--- config.mk ---
export PLATFORM = sky130hd
export DESIGN_NAME = keyed_wdt
export DESIGN_NICKNAME = d
export VERILOG_FILES = /design/src/rtl/wdt_pkg.sv /design/src/rtl/wdt_prescaler.sv /design/src/rtl/wdt_pulse_hold.sv /design/src/rtl/keyed_wdt.sv
export SDC_FILE = /design/constraint.sdc
export NUM_CORES = 1
export LEC_CHECK = 0
export BUFFER_PORTS_ARGS = -buffer_cell sky130_fd_sc_hd__buf_4
export CAP_MARGIN = 10
export CORE_MARGIN = 2
export CORE_UTILIZATION = 46
export CTS_CLUSTER_SIZE = 25
export DETAILED_ROUTE_END_ITERATION = 10
export PLACE_DENSITY = 0.76
export SYNTH_ARGS = -nofsm -noshare
export SYNTH_HDL_FRONTEND = slang
export SYNTH_SLANG_ARGS = --single-unit
--- constraint.sdc ---
create_clock -name clk -period 4.7 [get_ports clk]
set_input_delay 0.235 -clock clk [delete_from_list [all_inputs] [get_ports clk]]
set_output_delay 0.235 -clock clk [all_outputs]
set_load 0.005 [all_outputs]
--- src/rtl/wdt_pkg.sv ---
package wdt_pkg;
    localparam int SEL_W = 3;

    typedef struct packed {
        logic             en;
        logic             wd_mode;
        logic             ovf;
        logic [SEL_W-1:0] sel;
    } ctrl_t;
endpackage

--- src/rtl/wdt_prescaler.sv ---
module wdt_prescaler #(
    parameter int BASE_SHIFT = 5,
    parameter int SEL_W      = 3
) (
    input  logic             clk,
    input  logic             rst_n,
    input  logic             en,
    input  logic [SEL_W-1:0] sel,
    output logic             tick
);
    localparam int MAX_SEL = (1 << SEL_W) - 1;
    localparam int PRE_W   = BASE_SHIFT + MAX_SEL;

    logic [PRE_W-1:0] pre_d, pre_q;
    logic [PRE_W-1:0] mask;
    logic [SEL_W-1:0] shamt;

    always_comb begin
        shamt = SEL_W'(MAX_SEL) - sel;
        mask  = {PRE_W{1'b1}} >> shamt;
        tick  = en && ((pre_q & mask) == mask);
        pre_d = en ? pre_q + PRE_W'(1) : '0;
    end

    always_ff @(posedge clk or negedge rst_n) begin
        if (!rst_n) pre_q <= '0;
        else        pre_q <= pre_d;
    end
endmodule

--- src/rtl/wdt_pulse_hold.sv ---
module wdt_pulse_hold #(
    parameter int LEN = 16
) (
    input  logic clk,
    input  logic rst_n,
    input  logic start,
    output logic pulse
);
    localparam int CW = $clog2(LEN + 1);

    logic [CW-1:0] left_d, left_q;

    always_comb begin
        if (start)              left_d = CW'(LEN);
        else if (left_q != '0)  left_d = left_q - CW'(1);
        else                    left_d = left_q;
    end

    always_ff @(posedge clk or negedge rst_n) begin
        if (!rst_n) left_q <= '0;
        else        left_q <= left_d;
    end

    assign pulse = (left_q != '0);
endmodule

--- src/rtl/keyed_wdt.sv ---
module keyed_wdt #(
    parameter int         CNT_W      = 8,
    parameter logic [7:0] KEY_CNT    = 8'h5A,
    parameter logic [7:0] KEY_CTRL   = 8'hA5,
    parameter int         BASE_SHIFT = 5,
    parameter int         RST_LEN    = 16
) (
    input  logic               clk,
    input  logic               rst_n,
    input  logic               bus_addr,
    input  logic               bus_we,
    input  logic [2*CNT_W-1:0] bus_wdata,
    output logic [CNT_W-1:0]   bus_rdata,
    output logic               wdt_rst_o,
    output logic               wdt_irq_o
);
    import wdt_pkg::*;

    localparam int PAD_W = CNT_W - 3 - SEL_W;

    typedef struct packed {
        logic [CNT_W-1:0] cnt;
        ctrl_t            ctrl;
        logic             irq;
    } state_t;

    state_t state_d, state_q;
    logic   tick, wrap, wr_cnt, wr_ctrl, rst_start;
    logic [CNT_W-1:0] wlow;

    wdt_prescaler #(.BASE_SHIFT(BASE_SHIFT), .SEL_W(SEL_W)) i_pre (
        .clk  (clk),
        .rst_n(rst_n),
        .en   (state_q.ctrl.en),
        .sel  (state_q.ctrl.sel),
        .tick (tick)
    );

    always_comb begin
        state_d = state_q;
        wlow    = bus_wdata[CNT_W-1:0];
        wr_cnt  = bus_we && !bus_addr && (bus_wdata[2*CNT_W-1 -: 8] == KEY_CNT);
        wr_ctrl = bus_we &&  bus_addr && (bus_wdata[2*CNT_W-1 -: 8] == KEY_CTRL);
        wrap    = 1'b0;

        if (wr_cnt) begin
            state_d.cnt = wlow;
        end else if (tick) begin
            state_d.cnt = state_q.cnt + CNT_W'(1);
            wrap        = (state_q.cnt == {CNT_W{1'b1}});
        end

        if (wr_ctrl) begin
            state_d.ctrl.en      = wlow[CNT_W-1];
            state_d.ctrl.wd_mode = wlow[CNT_W-2];
            state_d.ctrl.ovf     = state_q.ctrl.ovf & wlow[CNT_W-3];
            state_d.ctrl.sel     = wlow[SEL_W-1:0];
        end
        if (wrap) state_d.ctrl.ovf = 1'b1;

        state_d.irq = wrap && !state_q.ctrl.wd_mode;
        rst_start   = wrap &&  state_q.ctrl.wd_mode;
    end

    always_ff @(posedge clk or negedge rst_n) begin
        if (!rst_n) state_q <= '0;
        else        state_q <= state_d;
    end

    wdt_pulse_hold #(.LEN(RST_LEN)) i_hold (
        .clk  (clk),
        .rst_n(rst_n),
        .start(rst_start),
        .pulse(wdt_rst_o)
    );

    assign wdt_irq_o = state_q.irq;
    assign bus_rdata = bus_addr
        ? {state_q.ctrl.en, state_q.ctrl.wd_mode, state_q.ctrl.ovf, {PAD_W{1'b0}}, state_q.ctrl.sel}
        : state_q.cnt;

    logic [CNT_W-1:0] cnt_now;
    logic             en_now, mode_now, ovf_now;
    assign cnt_now  = state_q.cnt;
    assign en_now   = state_q.ctrl.en;
    assign mode_now = state_q.ctrl.wd_mode;
    assign ovf_now  = state_q.ctrl.ovf;
endmodule

Yosys cells after proc, flatten, opt, wreduce, memory -nomap -nowiden
Cells that the tools add are included.

storage, ports and cells
  register bits = 32
  output and inout bits = 10

operators by class
  $add $sub $neg = 4
  equal/unequal tests = 4
  shift operators = 1
  mux-type cells = 10
  bitwise logic cells = 2
  reductions and logical operators = 13

operators by type and width
  kind                                                                   count
  8-bit two-way mux                                                      3
  8-bit equality test, second input constant                             2
  12-bit by 1-bit adder with 12-bit output, second input constant        1
  12-bit bitwise AND                                                     1
  12-bit equality test                                                   1
  12-bit two-way mux                                                     1
  12-bit by 3-bit right shift with 12-bit output, first input constant   1
  5-bit two-way mux                                                      2
  8-bit by 1-bit adder with 8-bit output, second input constant          1
  8-bit by 7-bit equality test with 1-bit output, second input constant  1
  1-bit logical AND                                                      7
  2-bit nonzero test                                                     3
  5-bit nonzero test                                                     1
  5-bit by 1-bit subtractor with 5-bit output, second input constant     1
  4-bit two-way mux                                                      1
  1-bit two-way mux                                                      3
  3-bit subtractor, first input constant                                 1
  1-bit logical NOT                                                      2
  1-bit bitwise AND                                                      1

Depth between registers and ports, before layout
Gate-level depths: netlist of run 1.

  depth in word-level cells = 9
  mapped depth = 7
  mapped depth without buffers = 6

By module
A second synthesis of run 1 with hierarchy kept.

second synthesis, totals
  cell total of the unflattened synthesis = 168
  area, all modules = 1831.8 um2

by module, submodules not included
  module          times used  cells each  area each (um2)  seq. area each (um2)
  keyed_wdt       1           80          920.9            375.4
  wdt_prescaler   1           63          649.4            300.3
  wdt_pulse_hold  1           25          261.5            125.1

Worst setup path after synthesis of run 1
Ideal clock, no wire load.

  kind = register to register
  start point = reg i_pre.pre_q[5]
  end point = reg state_q (netlist bit cnt_now[3])
  data arrival time = 1.586 ns
  data required time = 4.576 ns
  slack = 2.990 ns
  stages on the path, launching flop included = 8
  period minus slack after synthesis = 1.710 ns
  cell sequence = dfrtp_1 > buf_4 > or3b_1 > o311ai_2 > and4_4 > buf_6 > a31oi_1 > o31a_1

between the ends
  longest elaborated chain between the ends = 4

RTL lines
  what                                 line                 source
  from (decl)                          wdt_prescaler.sv:14  logic [PRE_W-1:0] pre_d, pre_q;
  from (signal assigned)               wdt_prescaler.sv:27  else pre_q <= pre_d;
  12-bit bitwise AND                   wdt_prescaler.sv:21  tick = en && ((pre_q & mask) == mask);
  12-bit equality test                 wdt_prescaler.sv:21
  1-bit logical AND                    wdt_prescaler.sv:21
  2-bit nonzero test (no source line)  --
  to (signal assigned)                 keyed_wdt.sv:67      else state_q <= state_d;
  to (decl)                            keyed_wdt.sv:27      state_t state_d, state_q;

Every way passes these cells.
A chain may end at the register's enable or synchronous reset.

Worst setup path in the final report of run 1
  start point = reg i_hold.left_q[0]
  end point = out wdt_rst_o

between the ends
  longest elaborated chain between the ends = 1

RTL lines
  what                    line                  source
  from (decl)             wdt_pulse_hold.sv:11  logic [CW-1:0] left_d, left_q;
  from (signal assigned)  wdt_pulse_hold.sv:21  else left_q <= left_d;
  5-bit nonzero test      wdt_pulse_hold.sv:24  assign pulse = (left_q != '0);
  to (decl)               keyed_wdt.sv:14       output logic wdt_rst_o,

Every way passes these cells.

==> run metrics, run 1 <==
drt first-iter violations=94; Synth Area in XOR/XNOR=about 6.3%; first-pass GRT wire length=6023 um; Seq/Total Area, Yosys=44.26%; most frequent cell after synthesis=dfrtp_1; WS Path Type=register to output pin; Cell Area, Synth=approximately 1800 um^2; Lkg Pwr=1.031 nW; dpl hpwl=2575 um; Cell variety after synth=44; drt wl/cell=roughly 14 um; largest net degree at the start of global routing=33; drt first pass iters=4; Clk Latency, worst-skew pair=around 280 ps; aggregate negative setup slack=0 ps; row count=22; final wirelength=around 3600 um; postcts setup bufs=0; Register Area=800.8 um^2; main combinational cell family by area after synthesis=simple AND/OR/NAND/NOR gates; Synth Area in Adders=2.766%; # Max-Cap Violations=0; crit end category=output pin; final setup vio count=0; All-Layer GR Usage=18.28%; Initial Util=between 40% and 50%; most frequent cells after synthesis=dfrtp_1, nand2_1, nor2_1; Worst path most repeated cell=inv_1; Top delay family on crit path=simple AND/OR/NAND/NOR gates; layout cells sized above 1=22.43%; fin crit period=2243 ps; vias in the first global route=~1300; Seq cells post-synth=32; detailed-route via count=1408; Synth Instances=182; chip height=66.72 um; synth warn=0; Final Net Count=237; Simple-Gate Fraction of Synth Area=between 20% and 30%; fmax=0.4459 GHz; TritonCTS clock tree=done; Syn Nets=206; Levels on crit path=5; Async SR Flop Fraction=between 90% and 100%; arrival time at the worst endpoint=between 2000 and 2500 ps; DRC viols=0; Max Transition Viols Final=0; Max-slew headroom=35.21%; Setup WS pre-CTS=2595 ps; Synth Flop Type=dfrtp_1; clk root buf=clkbuf_8; worst slew pin tran=roughly 960 ps; area fraction of the dominant cell type after synthesis=44.26%; Post-DRT Antenna Nets=0; Slowest-stage cell, CP=nor4b_1; CP Cell Sequence=inv_1, ha_1, nor4b_1, inv_1, buf_4; R2R depth=6; worst hold stages=3; Hold WC Path Type=input pin to register; Congestion Overflow GR=0; ranking of synthesized cells by area=dfrtp_1, mux2_2, xnor2_1; Clock Skew=6.877 ps; mean cell area of the mapped netlist=9.941 um^2; clk buf depth=2; startpoint types=register; Pwr Total=approximately 0.00059 W; PD cells=273.5 nW/um^2; crit-path max FO=6; # fillers=335; crit share post-route=between 40 and 50%; endpoints failing hold=0; antenna violations before repair=0; Clock transition at path regs=60 ps; RSZ-0062 raised after global routing=no; crit path buf inv count=3; multi-input logic area=between 900 and 1000 um^2; area fraction in compound gates after synthesis=9.336%; crit-path max cell delay=approximately 800 ps; Core Footprint=3716 um^2; critical path required time=4470 ps; drt via density=5.374; IO Pins=30; die area=4451 um^2; maximum VDD drop=0.2192 mV; ANT cells=0; Synth area leader=dfrtp_1; status=completed; final worst slack=2457 ps; # port buffers=29; area grow syn2layout=19.43%; Num CTS Buffers=5; Post-synth EDFFs=0; die width=around 67 um; post-synthesis mux area share=5.602%; H-tree levels=2; gpl congestion=0.7867; Post-CTS Resized=0; Sink Count=32
-- report_power, final --
part           switching [W]  total (W)  internal, W
Combinational      0.0000205  0.0000487    0.0000282
Clock              0.0000975   0.000255     0.000157
Sequential        0.00000710   0.000288     0.000281
Total               0.000125   0.000591     0.000466
-- worst register-to-register path: stages (launching register included) --
cell	delay, ps
dfrtp_1	380
inv_1	120
ha_1	190
nor4b_1	780
nor4_1	130
xnor2_1	210
nor2_1	60
-- kinds of logic (layout without fill, tap and decap cells) --
| group | after synthesis | after routing |
|---|---|---|
| xor gates and xnor gates | 13 | 13 |
| buffers and inverters | 15 | 47 |
| AOI/OAI and AO/OA | 25 | 25 |
| muxes | 9 | 9 |
| adders and majority gates | 4 | 4 |
| DFF | 32 | 32 |
| and+or+nand+nor | 84 | 84 |
-- final timing paths --
kind                             startpoint  slack (ps)               end
min reg2reg                        mode_now         480         wdt_irq_o
max                        i_hold.left_q[0]        2460         wdt_rst_o
min in group asynchronous             rst_n         420  i_hold.left_q[1]
max in group asynchronous             rst_n        3980        state_q[3]
max reg2reg                i_hold.left_q[0]        2720  i_hold.left_q[3]
min                            bus_wdata[0]         170        cnt_now[0]
-- metal layers --
| layer | track usage [%] | routed length [um] | part of all wire, % | vias up |
|---|---|---|---|---|
| li1 | - | - | - | 704 |
| met2 | 27.50 | 1626 | 45 | 29 |
| met1 | 25.30 | 1746 | 49 | 670 |
| met4 | 6.888 | 52 | 1.5 | 0 |
| met5 | 0 | 0 | 0 | - |
| met3 | 4.561 | 149 | 4.2 | 5 |
-- metrics by stage --
step | utilization [%] | hold slack (ps) | cells | instance area (um^2)
3_5_place_dp | 54.98 | 197.5 | 253 | 2043
2_1_floorplan | - | -60.59 | 182 | 1809
3_3_place_gp | 54.98 | 193.7 | 253 | 2043
6_report | 58.15 | 173.5 | 262 | 2161
4_1_cts | 58.15 | 167.9 | 262 | 2161
5_1_grt | 58.15 | 187.3 | 262 | 2161
-- what timing repair did --
item / CTS / global route
endpoints found under the hold margin: 32 / 0
hold buffers: 1 / 0
endpoints found under the setup margin: 0 / 0
-- flip-flops by register name, indices dropped and copies added, names as in the netlist --
register       flops
cnt_now            8
en_now             1
i_hold.left_q      5
i_pre.pre_q       12
mode_now           1
ovf_now            1
state_q            3
wdt_irq_o          1
-- layout by cell type, fill, tap and decap left out, types with 2 or more instances in the layout --
cell	n
clkbuf_8	5
and2b_1	2
o21ai_0	8
and2_1	13
nand2_1	15
dfrtp_1	32
and3_1	4
nor2_1	15
nand4b_1	4
a21oi_1	2
nand3_1	5
ha_1	4
inv_1	9
nor3_1	3
nand4_1	5
o211ai_1	2
xor2_1	3
buf_4	29
a31oi_1	6
mux2_2	9
nor2b_1	2
xnor2_1	10
nor4bb_1	2
or3_1	2
and4_1	3
-- final cells by class --
cell class,instances,share of cell area (%)
sequential,32,37.06
multi-input combinational,135,43.08
tap,48,2.779
clock buffer,6,3.358
timing repair buffer,30,10.54
inverter,9,1.563
clock inverter,2,1.621
Power figures use the tool's default switching activity.
==> inputs of run 2 (changes only) <==
==> constraint.sdc (replaced) <==
create_clock -name clk -period 2.34 [get_ports clk]
set_input_delay 0.117 -clock clk [delete_from_list [all_inputs] [get_ports clk]]
set_output_delay 0.117 -clock clk [all_outputs]
set_load 0.005 [all_outputs]
==> run 2 against run 1 <==
Compared with the run above:
- total power grew 91%
- largest power group unchanged
- flip-flop and latch count is the same
- critical path depth grew 1
- critical endpoint unchanged
- die area is the same
- largest cell class unchanged
- clock power grew 77%
- combinational power grew 100%
- wire length grew 0.92%
- clock skew grew 1.1 ps
- first-iteration DRC count is the same
- core utilization grew 0.30 points
- sequential share of layout area shrank 0.19 points
==> run metrics, run 2 (synthesized netlist as in run 1, its figures left out) <==
crit end category=output pin (unchanged); IO Pins=30 (unchanged); Initial Util=48.69% (unchanged); sequential share of power=51.2% (was 48.7%); vias in the first global route=1332 (was 1304); # Max-Cap Violations=0 (unchanged); Cell Int Power=0.0008819 W (was 0.0004659 W); met3 WL=180 um (was 149 um); drt via density=5.333 (was 5.374); Hold WC Path Type=input pin to register (unchanged); area grow syn2layout=20.06% (was 19.43%); gpl congestion=0.8035 (was 0.7867); chip height=66.72 um (unchanged); RSZ-0062 raised after global routing=no (unchanged); switching pwr=0.0002460 W (was 0.0001251 W); Max-slew headroom=70.83% (was 35.21%); Congestion Overflow GR=0 (unchanged); Largest Register=i_pre.pre_q (unchanged); ANT cells=0 (unchanged); All-Layer GR Usage=18.95% (was 18.28%); WS Path Type=register to output pin (unchanged); Max Transition Viols Final=0 (unchanged); FF-to-FF setup slack=540 ps (was 2720 ps); final setup vio count=0 (unchanged); final wirelength=3607 um (was 3574 um); met2 WL=1620 um (was 1626 um); Clk pwr share=40.1% (was 43.1%); Clk Latency, worst-skew pair=290 ps (was 280 ps); crit share post-route=77.96%; clk buf depth=2 (unchanged); die area=4451 um^2 (unchanged); dpl hpwl=2613 um (was 2575 um); maximum VDD drop=0.2362 mV (was 0.2192 mV); Post-DRT Antenna Nets=0 (unchanged); antenna violations before repair=0 (unchanged); largest net degree at the start of global routing=33 (unchanged); aggregate negative setup slack=0 ps (unchanged); fmax=around 0.55 GHz; Sink Count=32 (unchanged); R2R depth=5 (was 6); # port buffers=29 (unchanged); crit-path max FO=5 (was 6); Worst Hold End=cnt_now[0] (unchanged); row count=22 (unchanged); startpoint types=register (unchanged); hold_ws=42.50 ps (was 173.5 ps); drt first-iter violations=94 (unchanged); Clock transition at path regs=60 ps (about the same); final worst slack=515.6 ps (was 2457 ps); uppermost layer routed=met4 (unchanged); Sw Share=21.81% (was 21.17%); arrival time at the worst endpoint=1710 ps (was 2010 ps); detailed-route via count=1408 (unchanged); most frequent cells in the layout=dfrtp_1, buf_4, nor2_1, nand2_1, and2_1 (unchanged); Lkg Pwr=1.040 nW (was 1.031 nW); hold_sp=bus_wdata[0] (unchanged); met1 WL=1753 um (was 1746 um); fin crit period=1824 ps; drt wl/cell=13.66 um (was 13.64 um); worst slew pin tran=431.5 ps (was 958.3 ps); Clock Skew=7.997 ps (was 6.877 ps); layout cells sized above 1=23.61% (was 22.43%); Num CTS Buffers=5 (unchanged); TritonCTS clock tree=done (unchanged); Comb power frac=8.7% (was 8.2%); Final Net Count=240 (was 237); first-pass GRT wire length=6127 um (was 6023 um); reg2reg end=cnt_now[7] (was i_hold.left_q[3]); endpoints failing hold=0 (unchanged); status=completed (unchanged); die width=66.72 um (unchanged); PD cells=519.3 nW/um^2 (was 273.5 nW/um^2); clk root buf=clkbuf_8 (unchanged); worst hold stages=3 (unchanged); Setup WS pre-CTS=549.8 ps (was 2595 ps); DRC viols=0 (unchanged); postcts setup bufs=0 (unchanged); H-tree levels=2 (unchanged); critical path required time=2220 ps (was 4470 ps); r2r startpoint=i_pre.pre_q[5] (was i_hold.left_q[0]); Core Footprint=3716 um^2 (unchanged); drt first pass iters=4 (unchanged); Largest register FFs=12 (unchanged)
[run 2: cell count changes in the layout (fill, tap and decap cells not counted)]
cell	before	now
bufinv_16	1	0
buf_4	29	32
clkbuf_1	1	0
clkbuf_8	5	7
clkinv_2	1	0
[run 2: repair_timing]
item / in CTS / in global routing
hold endpoints to repair: 32 / 0
hold buffers: 1 / 0
setup endpoints to repair: 0 / 0
resized for setup: 0 / 0
[run 2: worst max-delay path, cell delays in order (launching register included)]
cell and delay [ps]:
dfrtp_1 370, inv_1 120, ha_1 180, nor4b_1 380
buf_4 220, inv_1 40, buf_4 120
[run 2: stage by stage]
step / std cells / utilization, % / instance area, um^2 / total power, W
5_1_grt: 264 / 58.45 / 2172 / 0.001183
3_5_place_dp: 256 / 55.59 / 2066 / 0.0006855
4_1_cts: 264 / 58.45 / 2172 / 0.001144
2_1_floorplan: 182 / - / 1809 / 0.0006254
6_report: 264 / 58.45 / 2172 / 0.001128
3_3_place_gp: 256 / 55.59 / 2066 / 0.0006854
[run 2: worst max-delay path by stage]
stage          cells past startpoint                to        startpoint
6_report                           6         wdt_rst_o  i_hold.left_q[0]
3_5_place_dp                       5  i_hold.left_q[2]    i_pre.pre_q[5]
3_3_place_gp                       5        cnt_now[3]    i_pre.pre_q[5]
2_1_floorplan                      7        cnt_now[3]    i_pre.pre_q[5]
5_1_grt                            6         wdt_rst_o  i_hold.left_q[0]
4_1_cts                            6         wdt_rst_o  i_hold.left_q[0]
[run 2: final cells by class]
class,count,area (um^2)
inverter,9,33.78
multi-input combinational,135,930.9
clock buffer,7,96.34
timing repair buffer,33,250.2
fill,328,1544
tap,48,60.06
sequential,32,800.8
[run 2: power by group through the flow]
stage	Clock (W)	Combinational (W)	Sequential [W]
2_1_floorplan	0	0.0000426	0.000583
3_3_place_gp	0	0.0000978	0.000588
3_5_place_dp	0	0.0000983	0.000587
4_1_cts	0.000467	0.000100	0.000577
5_1_grt	0.000495	0.000108	0.000579
6_report	0.000452	0.0000986	0.000577
[run 2: layer usage]
metal / track usage [%] / vias up
met5: 0 / -
met4: 6.888 / 0
met3: 6.588 / 7
met2: 27.38 / 28
met1: 26.16 / 660
li1: - / 713
